### src/rtl/rxq_pkg.sv
package rxq_pkg;

    localparam int LINES  = 8;
    localparam int LINE_W = $clog2(LINES);
    localparam int DATA_W = 8;
    localparam int WORD_W = 16;

    localparam int CSR_FLAG = 7;
    localparam int CSR_IEN  = 6;
    localparam int CSR_MRST = 5;

    typedef enum logic {
        ADDR_CSR  = 1'b0,
        ADDR_RBUF = 1'b1
    } rxq_addr_e;

    // Field order fixes the read-word layout: ovr 14, ferr 13, perr 12,
    // dsc 11, line 10:8, data 7:0; the valid bit is prepended as bit 15.
    typedef struct packed {
        logic              ovr;
        logic              ferr;
        logic              perr;
        logic              dsc;
        logic [LINE_W-1:0] line;
        logic [DATA_W-1:0] data;
    } rxq_entry_t;

    function automatic logic [WORD_W-1:0] rxq_pack(input logic valid, input rxq_entry_t e);
        return valid ? {1'b1, e} : '0;
    endfunction

endpackage

### src/rtl/rxq_store.sv
module rxq_store
    import rxq_pkg::*;
#(
    parameter int DEPTH = 64,
    localparam int AW = $clog2(DEPTH),
    localparam int CW = AW + 1
) (
    input  logic       clk,
    input  logic       rst,
    input  logic       clr,
    input  logic       push,
    input  rxq_entry_t push_data,
    input  logic       pop,
    output rxq_entry_t head,
    output logic       empty,
    output logic       full,
    output logic [CW-1:0] count,
    output logic [CW-1:0] count_nxt
);

    rxq_entry_t    mem [DEPTH];
    logic [AW-1:0] wr_ptr;
    logic [AW-1:0] rd_ptr;
    logic          push_ok;
    logic          pop_ok;

    assign empty   = (count == '0);
    assign full    = (count == CW'(DEPTH));
    assign push_ok = push && !full;
    assign pop_ok  = pop && !empty;
    assign head    = mem[rd_ptr];

    always_comb begin
        if (clr) count_nxt = '0;
        else     count_nxt = count + CW'(push_ok) - CW'(pop_ok);
    end

    function automatic logic [AW-1:0] bump(input logic [AW-1:0] p);
        return (p == AW'(DEPTH - 1)) ? '0 : p + AW'(1);
    endfunction

    always_ff @(posedge clk) begin
        if (push_ok) mem[wr_ptr] <= push_data;
    end

    always_ff @(posedge clk) begin
        if (rst || clr) begin
            wr_ptr <= '0;
            rd_ptr <= '0;
            count  <= '0;
        end else begin
            if (push_ok) wr_ptr <= bump(wr_ptr);
            if (pop_ok)  rd_ptr <= bump(rd_ptr);
            count <= count_nxt;
        end
    end

endmodule

### src/rtl/rxq_merge.sv
module rxq_merge
    import rxq_pkg::*;
(
    input  logic              clk,
    input  logic              rst,
    input  logic              clr,
    input  logic              rx_stb,
    input  logic [LINE_W-1:0] rx_line,
    input  logic [DATA_W-1:0] rx_char,
    input  logic              rx_perr,
    input  logic              rx_ferr,
    input  logic [LINES-1:0]  line_en,
    input  logic [LINES-1:0]  mdm_chg,
    input  logic              full,
    output logic              push,
    output rxq_entry_t        push_data
);

    logic [LINES-1:0]  pend;
    logic [LINE_W-1:0] gnt_idx;
    logic              gnt_any;
    logic              char_ok;
    logic              char_drop;
    logic              dsc_take;
    logic              ovr_q;

    assign char_ok   = rx_stb && line_en[rx_line];
    assign char_drop = char_ok && full;
    assign dsc_take  = !char_ok && gnt_any && !full;
    assign push      = (char_ok || gnt_any) && !full;

    // Lowest pending line wins: scan downward so the last hit is the lowest.
    always_comb begin
        gnt_idx = '0;
        gnt_any = 1'b0;
        for (int i = LINES - 1; i >= 0; i--) begin
            if (pend[i]) begin
                gnt_any = 1'b1;
                gnt_idx = LINE_W'(i);
            end
        end
    end

    always_comb begin
        push_data     = '0;
        push_data.ovr = ovr_q;
        if (char_ok) begin
            push_data.line = rx_line;
            push_data.data = rx_char;
            push_data.perr = rx_perr;
            push_data.ferr = rx_ferr;
        end else begin
            push_data.line = gnt_idx;
            push_data.dsc  = 1'b1;
        end
    end

    for (genvar g = 0; g < LINES; g++) begin : g_pend
        always_ff @(posedge clk) begin
            if (rst || clr) pend[g] <= 1'b0;
            else            pend[g] <= (pend[g] && !(dsc_take && gnt_idx == LINE_W'(g))) || mdm_chg[g];
        end
    end

    always_ff @(posedge clk) begin
        if (rst || clr)     ovr_q <= 1'b0;
        else if (char_drop) ovr_q <= 1'b1;
        else if (push)      ovr_q <= 1'b0;
    end

endmodule

### src/rtl/rxq_ctl.sv
module rxq_ctl
    import rxq_pkg::*;
#(
    parameter int DEPTH = 64,
    localparam int CW = $clog2(DEPTH) + 1,
    localparam int TW = 7
) (
    input  logic              clk,
    input  logic              rst,
    input  logic              bus_addr,
    input  logic              bus_wr,
    input  logic [WORD_W-1:0] bus_wdata,
    input  logic [CW-1:0]     count_nxt,
    output logic              clr,
    output logic              flag,
    output logic              ien,
    output logic [WORD_W-1:0] csr_word
);

    logic [TW-1:0] thr;
    logic [TW-1:0] thr_eff;
    logic          csr_wr;
    logic          thr_wr;
    logic          flag_nxt;

    assign csr_wr  = bus_wr && (bus_addr == ADDR_CSR);
    assign thr_wr  = bus_wr && (bus_addr == ADDR_RBUF);
    assign clr     = csr_wr && bus_wdata[CSR_MRST];
    assign thr_eff = (thr == '0) ? TW'(1) : thr;

    always_comb begin
        if (clr || count_nxt == '0) flag_nxt = 1'b0;
        else flag_nxt = flag || (32'(count_nxt) >= 32'(thr_eff));
    end

    always_comb begin
        csr_word           = '0;
        csr_word[CSR_FLAG] = flag;
        csr_word[CSR_IEN]  = ien;
    end

    always_ff @(posedge clk) begin
        if (rst) begin
            thr  <= TW'(1);
            ien  <= 1'b0;
            flag <= 1'b0;
        end else begin
            if (thr_wr) thr <= bus_wdata[TW-1:0];
            if (csr_wr) ien <= bus_wdata[CSR_IEN];
            flag <= flag_nxt;
        end
    end

endmodule

### src/rtl/rx_silo.sv
module rx_silo
    import rxq_pkg::*;
#(
    parameter int DEPTH = 64,
    localparam int CW = $clog2(DEPTH) + 1
) (
    input  logic              clk,
    input  logic              rst,
    input  logic              rx_stb,
    input  logic [2:0]        rx_line,
    input  logic [7:0]        rx_char,
    input  logic              rx_perr,
    input  logic              rx_ferr,
    input  logic [7:0]        line_en,
    input  logic [7:0]        mdm_chg,
    input  logic              bus_addr,
    input  logic              bus_wr,
    input  logic              bus_rd,
    input  logic [15:0]       bus_wdata,
    output logic [15:0]       bus_rdata,
    output logic              rx_irq
);

    rxq_entry_t      push_data;
    rxq_entry_t      head;
    logic            push;
    logic            pop;
    logic            empty;
    logic            full;
    logic            clr;
    logic            flag;
    logic            ien;
    logic [CW-1:0]   count;
    logic [CW-1:0]   count_nxt;
    logic [WORD_W-1:0] csr_word;

    assign pop = bus_rd && (bus_addr == ADDR_RBUF);

    rxq_merge u_merge (
        .clk       (clk),
        .rst       (rst),
        .clr       (clr),
        .rx_stb    (rx_stb),
        .rx_line   (rx_line),
        .rx_char   (rx_char),
        .rx_perr   (rx_perr),
        .rx_ferr   (rx_ferr),
        .line_en   (line_en),
        .mdm_chg   (mdm_chg),
        .full      (full),
        .push      (push),
        .push_data (push_data)
    );

    rxq_store #(.DEPTH(DEPTH)) u_store (
        .clk       (clk),
        .rst       (rst),
        .clr       (clr),
        .push      (push),
        .push_data (push_data),
        .pop       (pop),
        .head      (head),
        .empty     (empty),
        .full      (full),
        .count     (count),
        .count_nxt (count_nxt)
    );

    rxq_ctl #(.DEPTH(DEPTH)) u_ctl (
        .clk       (clk),
        .rst       (rst),
        .bus_addr  (bus_addr),
        .bus_wr    (bus_wr),
        .bus_wdata (bus_wdata),
        .count_nxt (count_nxt),
        .clr       (clr),
        .flag      (flag),
        .ien       (ien),
        .csr_word  (csr_word)
    );

    assign bus_rdata = (bus_addr == ADDR_RBUF) ? rxq_pack(!empty, head) : csr_word;
    assign rx_irq    = flag && ien;

endmodule

### config.mk
export PLATFORM = sky130hd
export DESIGN_NAME = rx_silo
export DESIGN_NICKNAME = d
export VERILOG_FILES = /design/src/rtl/rxq_pkg.sv /design/src/rtl/rxq_store.sv /design/src/rtl/rxq_merge.sv /design/src/rtl/rxq_ctl.sv /design/src/rtl/rx_silo.sv
export SDC_FILE = /design/constraint.sdc
export NUM_CORES = 1
export LEC_CHECK = 0
export ABC_AREA = 1
export BUFFER_PORTS_ARGS = -buffer_cell sky130_fd_sc_hd__buf_2
export CAP_MARGIN = 10
export CELL_PAD_IN_SITES_DETAIL_PLACEMENT = 0
export CELL_PAD_IN_SITES_GLOBAL_PLACEMENT = 1
export CORE_MARGIN = 1
export CORE_UTILIZATION = 53
export CTS_BUF_LIST = sky130_fd_sc_hd__clkbuf_2 sky130_fd_sc_hd__clkbuf_4 sky130_fd_sc_hd__clkbuf_8
export DETAILED_ROUTE_END_ITERATION = 16
export PLACE_DENSITY_LB_ADDON = 0.1
export SYNTH_ARGS = -nofsm -noshare
export SYNTH_HDL_FRONTEND = slang
export SYNTH_SLANG_ARGS = --single-unit
### constraint.sdc
create_clock -name clk -period 5.75 [get_ports clk]
set_input_delay 0.2875 -clock clk [delete_from_list [all_inputs] [get_ports clk]]
set_output_delay 0.2875 -clock clk [all_outputs]
set_load 0.005 [all_outputs]
# Word-level counts from Yosys, hierarchy flattened
# Memories as Yosys holds them, arrays and structs flattened. A register that Yosys moved wholly into a read port is not among the register bits.
# Cells that the tools add are included.
word_totals:
  ramBits: 960
  out_inout_bits: 17
  regBits: 37
  memories: 1
  word_cells: 124
  input_bits: 51
mem_list:
  columns: ["name", "depth", "width", "read_ports", "rd_clocked_by_memory_dff", "write_ports", "line", "source"]
  rows:
  - ["u_store.mem", 64, 15, 1, 1, 1, "rxq_store.sv:21", "rxq_entry_t mem [DEPTH];"]
op_classes:
  reduce_logical: 57
  bitwise_logic: 1
  addsub: 4
  eq_ne: 10
  n_lt_le_gt_ge: 2
  muxes: 34
op_table:
  columns: ["op", "count"]
  rows:
  - ["two-way mux 16 bit", 2]
  - ["logical AND 1 bit", 28]
  - ["two-way mux 3 bit", 9]
  - ["two-way mux 6 bit", 4]
  - ["logical NOT 7 bit", 3]
  - ["two-way mux 1 bit", 14]
  - ["two-way mux 7 bit", 2]
  - ["adder 6 x 1 -> 6 bit (second input constant)", 2]
  - ["== test 3 bit (second input constant)", 4]
  - ["== test 6 bit (second input constant)", 2]
  - ["logical OR 1 bit", 12]
  - ["logical NOT 1 bit", 11]
  - ["two-way mux 8 bit", 1]
  - ["adder 7 x 1 -> 7 bit", 1]
  - ["== test 7 bit (second input constant)", 1]
  - [">= comparator 7 bit", 1]
  - ["subtractor 7 x 1 -> 7 bit", 1]
  - ["== test 3 x 2 -> 1 bit (second input constant)", 2]
  - ["< comparator 3 x 4 -> 1 bit (second input constant)", 1]
  - ["binary-select mux 1 bit (select 3 bit)", 1]
  - ["== test 3 x 1 -> 1 bit (second input constant)", 1]
  - ["logical NOT 3 bit", 1]
  - ["two-way mux 2 bit", 1]
  - ["nonzero test 2 bit", 1]
  - ["2 further kinds", 2]

# Logic depth before layout (Yosys ltp)
# Gate-level depths: netlist of the first run.
depth:
  ltp_word: 17
  depth_mapped: 26
  ltp_nobuf: 26

# Cells and area by module
# A second synthesis of the first run with hierarchy kept.
unflattened:
  hier_cells: 3742
  area_unflattened_um2: 42049.1
modules_own_cells:
  columns: ["module", "area_each_um2", "n_inst", "cells_per_inst"]
  rows:
  - ["rxq_store", 40247.4, 1, 3456]
  - ["rxq_merge", 817.0, 1, 127]
  - ["rxq_ctl", 695.7, 1, 102]
  - ["rx_silo", 289.0, 1, 57]

# Worst setup path after synthesis of the first run
# Ideal clock, no wire load.
synth_timing:
  kind: "input to register"
  from: "in rx_line[0]"
  to: "mem u_store.mem[0][9] (netlist bit), data pin"
  slack_ns: 1.587
  setup_ns: 0.702
  t_arrival_ns: 3.461
  path_buffers: 2
  path_stages: 8
  path_cell_list: "buf_4 nor2_1 nor2_1 nand2_1 nand3_2 nand3_2 buf_2 o21ai_0"
synth_rtl:
  columns: ["element", "line", "source"]
  rows:
  - ["start: declaration", "rx_silo.sv:10", "input logic [2:0] rx_line,"]
  - ["end: declaration", "rxq_store.sv:21", null]

==> results of run 1 <==
worst paths after layout:
check             depth (start not counted)                  end              from
hold / removal                            3  u_store.mem[47][12]           rx_perr
hold reg to reg                           2      u_merge.pend[6]   u_merge.pend[6]
setup reg to reg                         25           u_ctl.flag  u_store.count[2]
setup / recovery                         10         bus_rdata[9]         flip-flop
report_power, final:
group	internal (mW)	switching, mW
logic	0.753	1.96
clock network	3.17	2.80
registers	8.23	0.102
total	12.2	4.86
layout by cell type, fill, tap and decap left out, drive strengths merged, types with 2 or more instances in the layout:
master	count
clkinv	59
a21oi	46
ha	18
buf	142
nand2	1281
nor4	2
bufinv	3
inv	96
nor3	4
dlygate4sd3	31
nand3	837
clkbuf	218
dfxtp	43
edfxtp	960
clkinvlp	3
or2	3
o21ai	25
nor2	111
nand4	13
xor2	4
diode	3
a211oi	2
layer usage:
metal / vias up / track usage / part of all wire
li1: 13000 / - / -
met1: 13800 / 0.378 / 0.41
met2: 980 / 0.454 / 0.48
met3: 195 / 0.0602 / 0.074
met4: 0 / 0.106 / 0.030
met5: - / 0 / 0
registers in the layout, indices dropped and copies added, names as in the netlist, named ones only:
name            cells
u_ctl.flag          1
u_ctl.ien           1
u_ctl.thr           7
u_merge.ovr_q       1
u_merge.pend        8
u_store.count       7
u_store.mem       960
u_store.rd_ptr      6
u_store.wr_ptr      6
cell usage after synthesis (2+ instances only):
master / count / area, sq um
nand2_1: 1278 / 4800
edfxtp_1: 960 / 28800
nand3_1: 834 / 4170
buf_2: 114 / 571
nor2_1: 111 / 417
inv_1: 82 / 308
a21oi_1: 46 / 230
clkbuf_1: 46 / 173
dfxtp_1: 43 / 861
buf_1: 27 / 101
o21ai_0: 24 / 120
ha_1: 18 / 225
buf_6: 16 / 180
buf_4: 13 / 97.6
nand4_1: 6 / 37.5
nand4_2: 5 / 62.6
nor3_1: 4 / 20.0
xor2_1: 4 / 35.0
inv_2: 3 / 11.3
nand3_2: 3 / 30.0
clkinv_1: 2 / 7.51
nand2_2: 2 / 12.5
nand4_4: 2 / 42.5
or2_2: 2 / 12.5
cells by family after synthesis:
group           count (synthesis)  synth area share
buf+inv                       307            0.0360
xor+xnor                        5           0.00105
compound gates                 77           0.00979
flops                        1003             0.715
simple gates                 2252             0.232
fa+ha+maj                      19           0.00591
worst reg2reg max path, stage by stage, from the launching register on:
cell	delay, ns
dfxtp_1	0.32
inv_1	0.06
ha_1	0.19
nand3_1	0.11
nor2_1	0.08
nor2_1	0.29
nand2_1	0.21
inv_1	0.21
ha_1	0.15
inv_1	0.04
ha_1	0.23
fa_1	0.46
nand4_1	0.11
nand3_1	0.09
xor2_1	0.15
nand2_1	0.09
inv_1	0.07
ha_1	0.33
nand2_1	0.10
nor2_1	0.05
a211oi_1	0.17
nand2_1	0.07
nor3_1	0.13
nor2_1	0.06
nand2_1	0.10
inv_1	0.04
per-stage QoR:
stage / util / worst slack, ns / std cells / power (mW)
CTS: 0.598 / 1.11 / 4948 / 17.1
floorplan: - / 1.59 / 3663 / 10.2
finish: 0.598 / 0.964 / 4951 / 17.0
global route: 0.598 / 0.799 / 4949 / 17.7
detailed placement: 0.554 / 1.71 / 4627 / 11.2
global placement: 0.554 / 1.67 / 4627 / 11.1
timing repair:
item | in CTS | in global routing
setup endpoints to repair | 0 | 0
endpoints found under the hold margin | 83 | 0
hold buffers | 31 | 0
final cells by class:
class	count	area, sq um
Fill cell	6342	31100
Inverter	89	359
Timing Repair Buffer	173	1330
Clock inverter	72	455
Tap cell	1040	1300
Sequential cell	1003	29700
Clock buffer	218	2680
Antenna cell	3	7.51
Multi-Input combinational cell	2353	10500
==> run metrics, run 1 <==
status=finished clean; setup TNS=0 ns; IO Pins=approximately 70; largest net degree at the start of global routing=177; Slew Viols, Final=0; dpl hpwl=62,800 um; Area Growth Syn to Fin=11.6%; DR WL/cell=22.6 um; post-synthesis cell type count=42; initial antenna violation count=5; register area share after synthesis=0.715; Slew headroom=0.147; Synth async-reset ratio=0; TritonCTS Buffers=161; cell mode on critical path=nand3_1; slowest cell delay on critical path=0.93 ns; Mapped Area=41,500 sq um; DR iter-0 viols=around 2,800; Hold Vio Cnt, Final=0; DIE AREA=79,500 sq um; Placeable Area=77,500 sq um; f_max=209 MHz; vias post-DR=28,000; GRT Overall Usage=0.282; Cells after Synth=3,663; ANT nets after route=0; Setup CP Type=reg2out; Residual DRC=0; Reg2Reg Setup Slack=1.71 ns; GRT overflow=0; chip width=282 um; detailed-route vias per instance=approximately 5.6; vias in the first global route=26,500; Setup violations, final=0; Critical path buffers and inverters=3; layout cells sized above 1=0.115; Clock Latency Late Sink=0.82 ns; CTS H-tree depth=4; Design Area, Final=approximately 46,000 sq um; Tcrit/Tclk final=0.832; WP data arrival=4.50 ns; row cnt=a little over 100; Chip Height=approximately 280 um; post-placement cell area=~43,000 sq um; first-pass GRT wire length=between 150,000 and 200,000 um; CTS root buf=clkbuf_8; worst slew pin tran=around 1.3 ns; TritonCTS clock tree=yes; flip-flop and latch count after synthesis=1,003; maximum buffer depth of the clock tree=3; endpoint class of the critical path=output pin; RSZ-0062 raised after global routing=false; Hold Crit Class=in2reg; Worst Path Required=roughly 5.5 ns; Startpoint Class=flip-flop; maximum vdd drop=0.282 mV; Hold WS=0.0526 ns; max-cap viol count=0; gpl congestion=0.993; Tmin final=around 4.8 ns; Clock transition at path regs=~0.06 ns; Post-Syn Nets=3,733; clock sink count=1,003; DRT Pass-1 Iters=6; EDFF count, synth=960; slowest stage cell, crit path=dfxtp_4; most common flop cell mapped by yosys=edfxtp_1; initial core utilization=0.536; syn_area_per_cell=11.3 sq um; Leakage=around 17 nW; Critical Path Fanout Max=124; clk_skew=0.0323 ns; final WL=112,000 um; CTS resizes=0; Cell Pwr Density=367 nW/um^2; delay-heaviest family, CP=buffers and inverters; Buffers on Ports=58; Ys Warns=0; CP cell instances=inv_8, buf_12, nand3_1, nand3_1, nand2_1, nand2_1, nand3_1, nand3_1, a21oi_1, buf_2; NumNets Final=3,851; setup bufs post-CTS=0
Note: power is estimated with default switching activity, not from simulation.
==> run 2: changes to the inputs <==
Clock period 5.75 ns to 5 ns, I/O delays scaled along.
==> run metrics, run 2 (synthesis gave the netlist of run 1 again) <==
status=finished clean; WP data arrival=3.96 ns (-0.54 ns); Cell Pwr Density=423 nW/um^2 (+15%); IO Pins=68 (unchanged); row cnt=102 (unchanged); Worst Path Required=4.75 ns (-0.71 ns); initial antenna violation count=1 (-4); GRT overflow=0 (unchanged); Clock transition at path regs=0.07 ns (about the same); ANT nets after route=0 (unchanged); Design Area, Final=46,600 sq um (+0.56%); layout cells sized above 1=0.118 (+0.00344); setup TNS=0 ns (unchanged); detailed-route vias per instance=5.69 (+0.64%); Area Growth Syn to Fin=12.2%; Chip Height=282 um (unchanged); setup bufs post-CTS=0 (unchanged); chip width=282 um (unchanged); CTS H-tree depth=4 (unchanged); worst slew pin tran=1.21 ns (-0.0616 ns); vias in the first global route=26,700 (+0.73%); clk_skew=0.0404 ns (+0.00809 ns); DR WL/cell=23.0 um (+1.9%); Buffers on Ports=58 (unchanged); Slew Viols, Final=0 (unchanged); clock sink count=1,003 (unchanged); DR iter-0 viols=2,998 (+7.0%); vias post-DR=28,300 (+1.2%); TritonCTS clock tree=yes; final WL=114,000 um (+2.5%); Tot Pwr=19.7 mW (+16%); Leakage=17.3 nW (+0.93%); DIE AREA=79,500 sq um (unchanged); Setup CP Type=reg2out; max-cap viol count=0 (unchanged); Top Registers=u_store.mem (960), u_merge.pend (8); gpl congestion=0.914 (-7.9%); largest register by flop count=u_store.mem; most frequent cells in the layout=nand2_1, edfxtp_1, nand3_1; Critical Path Fanout Max=108 (-13%); Setup violations, final=0 (unchanged); Clock Latency Late Sink=0.81 ns (about the same); Hold WS=0.0645 ns (+0.0119 ns); most common cell after layout, fill and taps aside=nand2_1; maximum buffer depth of the clock tree=3 (unchanged); maximum vdd drop=0.311 mV (+11%); TritonCTS Buffers=163 (+1.2%); DRT Pass-1 Iters=8 (+2); f_max=237 MHz; dpl hpwl=63,300 um (+0.70%); Slew headroom=0.189 (+0.0422); Tcrit/Tclk final=0.843; Placeable Area=77,500 sq um (unchanged); initial core utilization=0.536 (unchanged); endpoint class of the critical path=output pin; fillcell total=6,356 (+0.22%); GRT Overall Usage=0.289 (+0.00703); Startpoint Class=flip-flop; Tmin final=4.21 ns; CTS root buf=clkbuf_8; max FFs per register=960 (unchanged); largest net degree at the start of global routing=153 (-14%); Residual DRC=0 (unchanged); post-placement cell area=43,000 sq um (+0.33%); Hold Crit Class=in2reg; NumNets Final=3,876 (+0.65%); first-pass GRT wire length=167,000 um (+2.2%); Hold Vio Cnt, Final=0 (unchanged); RSZ-0062 raised after global routing=false
[run 2: cell count changes in the layout (fill, tap and decap cells not counted), sizes merged]
cell / change
clkinvlp: -1
clkbuf: +7
diode: -1
inv: -2
dlygate4sd3: +6
buf: +17
clkinv: +4
bufinv: -1
[run 2: where the power goes]
group | internal, mW | leakage (nW) | switching, mW
Combinational | 0.881 | 6.49 | 2.34
Clock | 3.70 | 1.69 | 3.23
Sequential | 9.47 | 9.07 | 0.102
Total | 14.0 | 17.3 | 5.67
[run 2: per-stage QoR]
| stage | std cells | util | setup slack, ns |
|---|---|---|---|
| floorplan | 3663 | - | 0.874 |
| global placement | 4644 | 0.555 | 1.07 |
| detailed placement | 4644 | 0.555 | 1.08 |
| CTS | 4978 | 0.601 | 0.759 |
| global route | 4979 | 0.601 | 0.543 |
| finish | 4980 | 0.602 | 0.786 |
[run 2: worst paths after layout]
path | startpoint | cells after the start | slack (ns) | endpoint
worst max-delay path | flip-flop | 11 | 0.79 | bus_rdata[3]
worst min-delay path | rx_char[4] | 3 | 0.06 | u_store.mem[9][4]
worst max register to register | u_store.count[2] | 24 | 1.05 | u_ctl.flag
worst min register to register | u_merge.pend[6] | 2 | 0.49 | u_merge.pend[6]
[run 2: area by class of cell]
| type | count | area (sq um) | share of cell area |
|---|---|---|---|
| Antenna cell | 2 | 5.00 | 0.000107 |
| Timing Repair Buffer | 196 | 1540 | 0.0331 |
| Clock inverter | 72 | 432 | 0.00926 |
| Multi-Input combinational cell | 2353 | 10500 | 0.225 |
| Tap cell | 1040 | 1300 | 0.0279 |
| Inverter | 89 | 362 | 0.00776 |
| Sequential cell | 1003 | 29700 | 0.637 |
| Clock buffer | 225 | 2760 | 0.0592 |
[run 2: metal layers]
layer	wire length, um	vias to the layer above	global-route usage
met3	9000	169	0.0523
met1	47700	13900	0.401
li1	-	13100	-
met5	0	-	0
met2	55100	1138	0.465
met4	2660	0	0.0903
[run 2: what timing repair did]
item | 4_1_cts | 5_1_grt
gates resized for setup | 0 | 0
hold buffers | 37 | 0
hold endpoints to repair | 238 | 0
[run 2: critical path: stages, from the launching register on]
cell and delay [ns]:
dfxtp_4 0.55, inv_12 0.45, buf_12 0.40, nand2_1 0.12
nand3_1 0.10, nand3_1 0.10, nand2_1 0.17, nand2_1 0.07
nand3_1 0.21, nand3_1 0.12, a21oi_1 0.47, buf_2 0.21
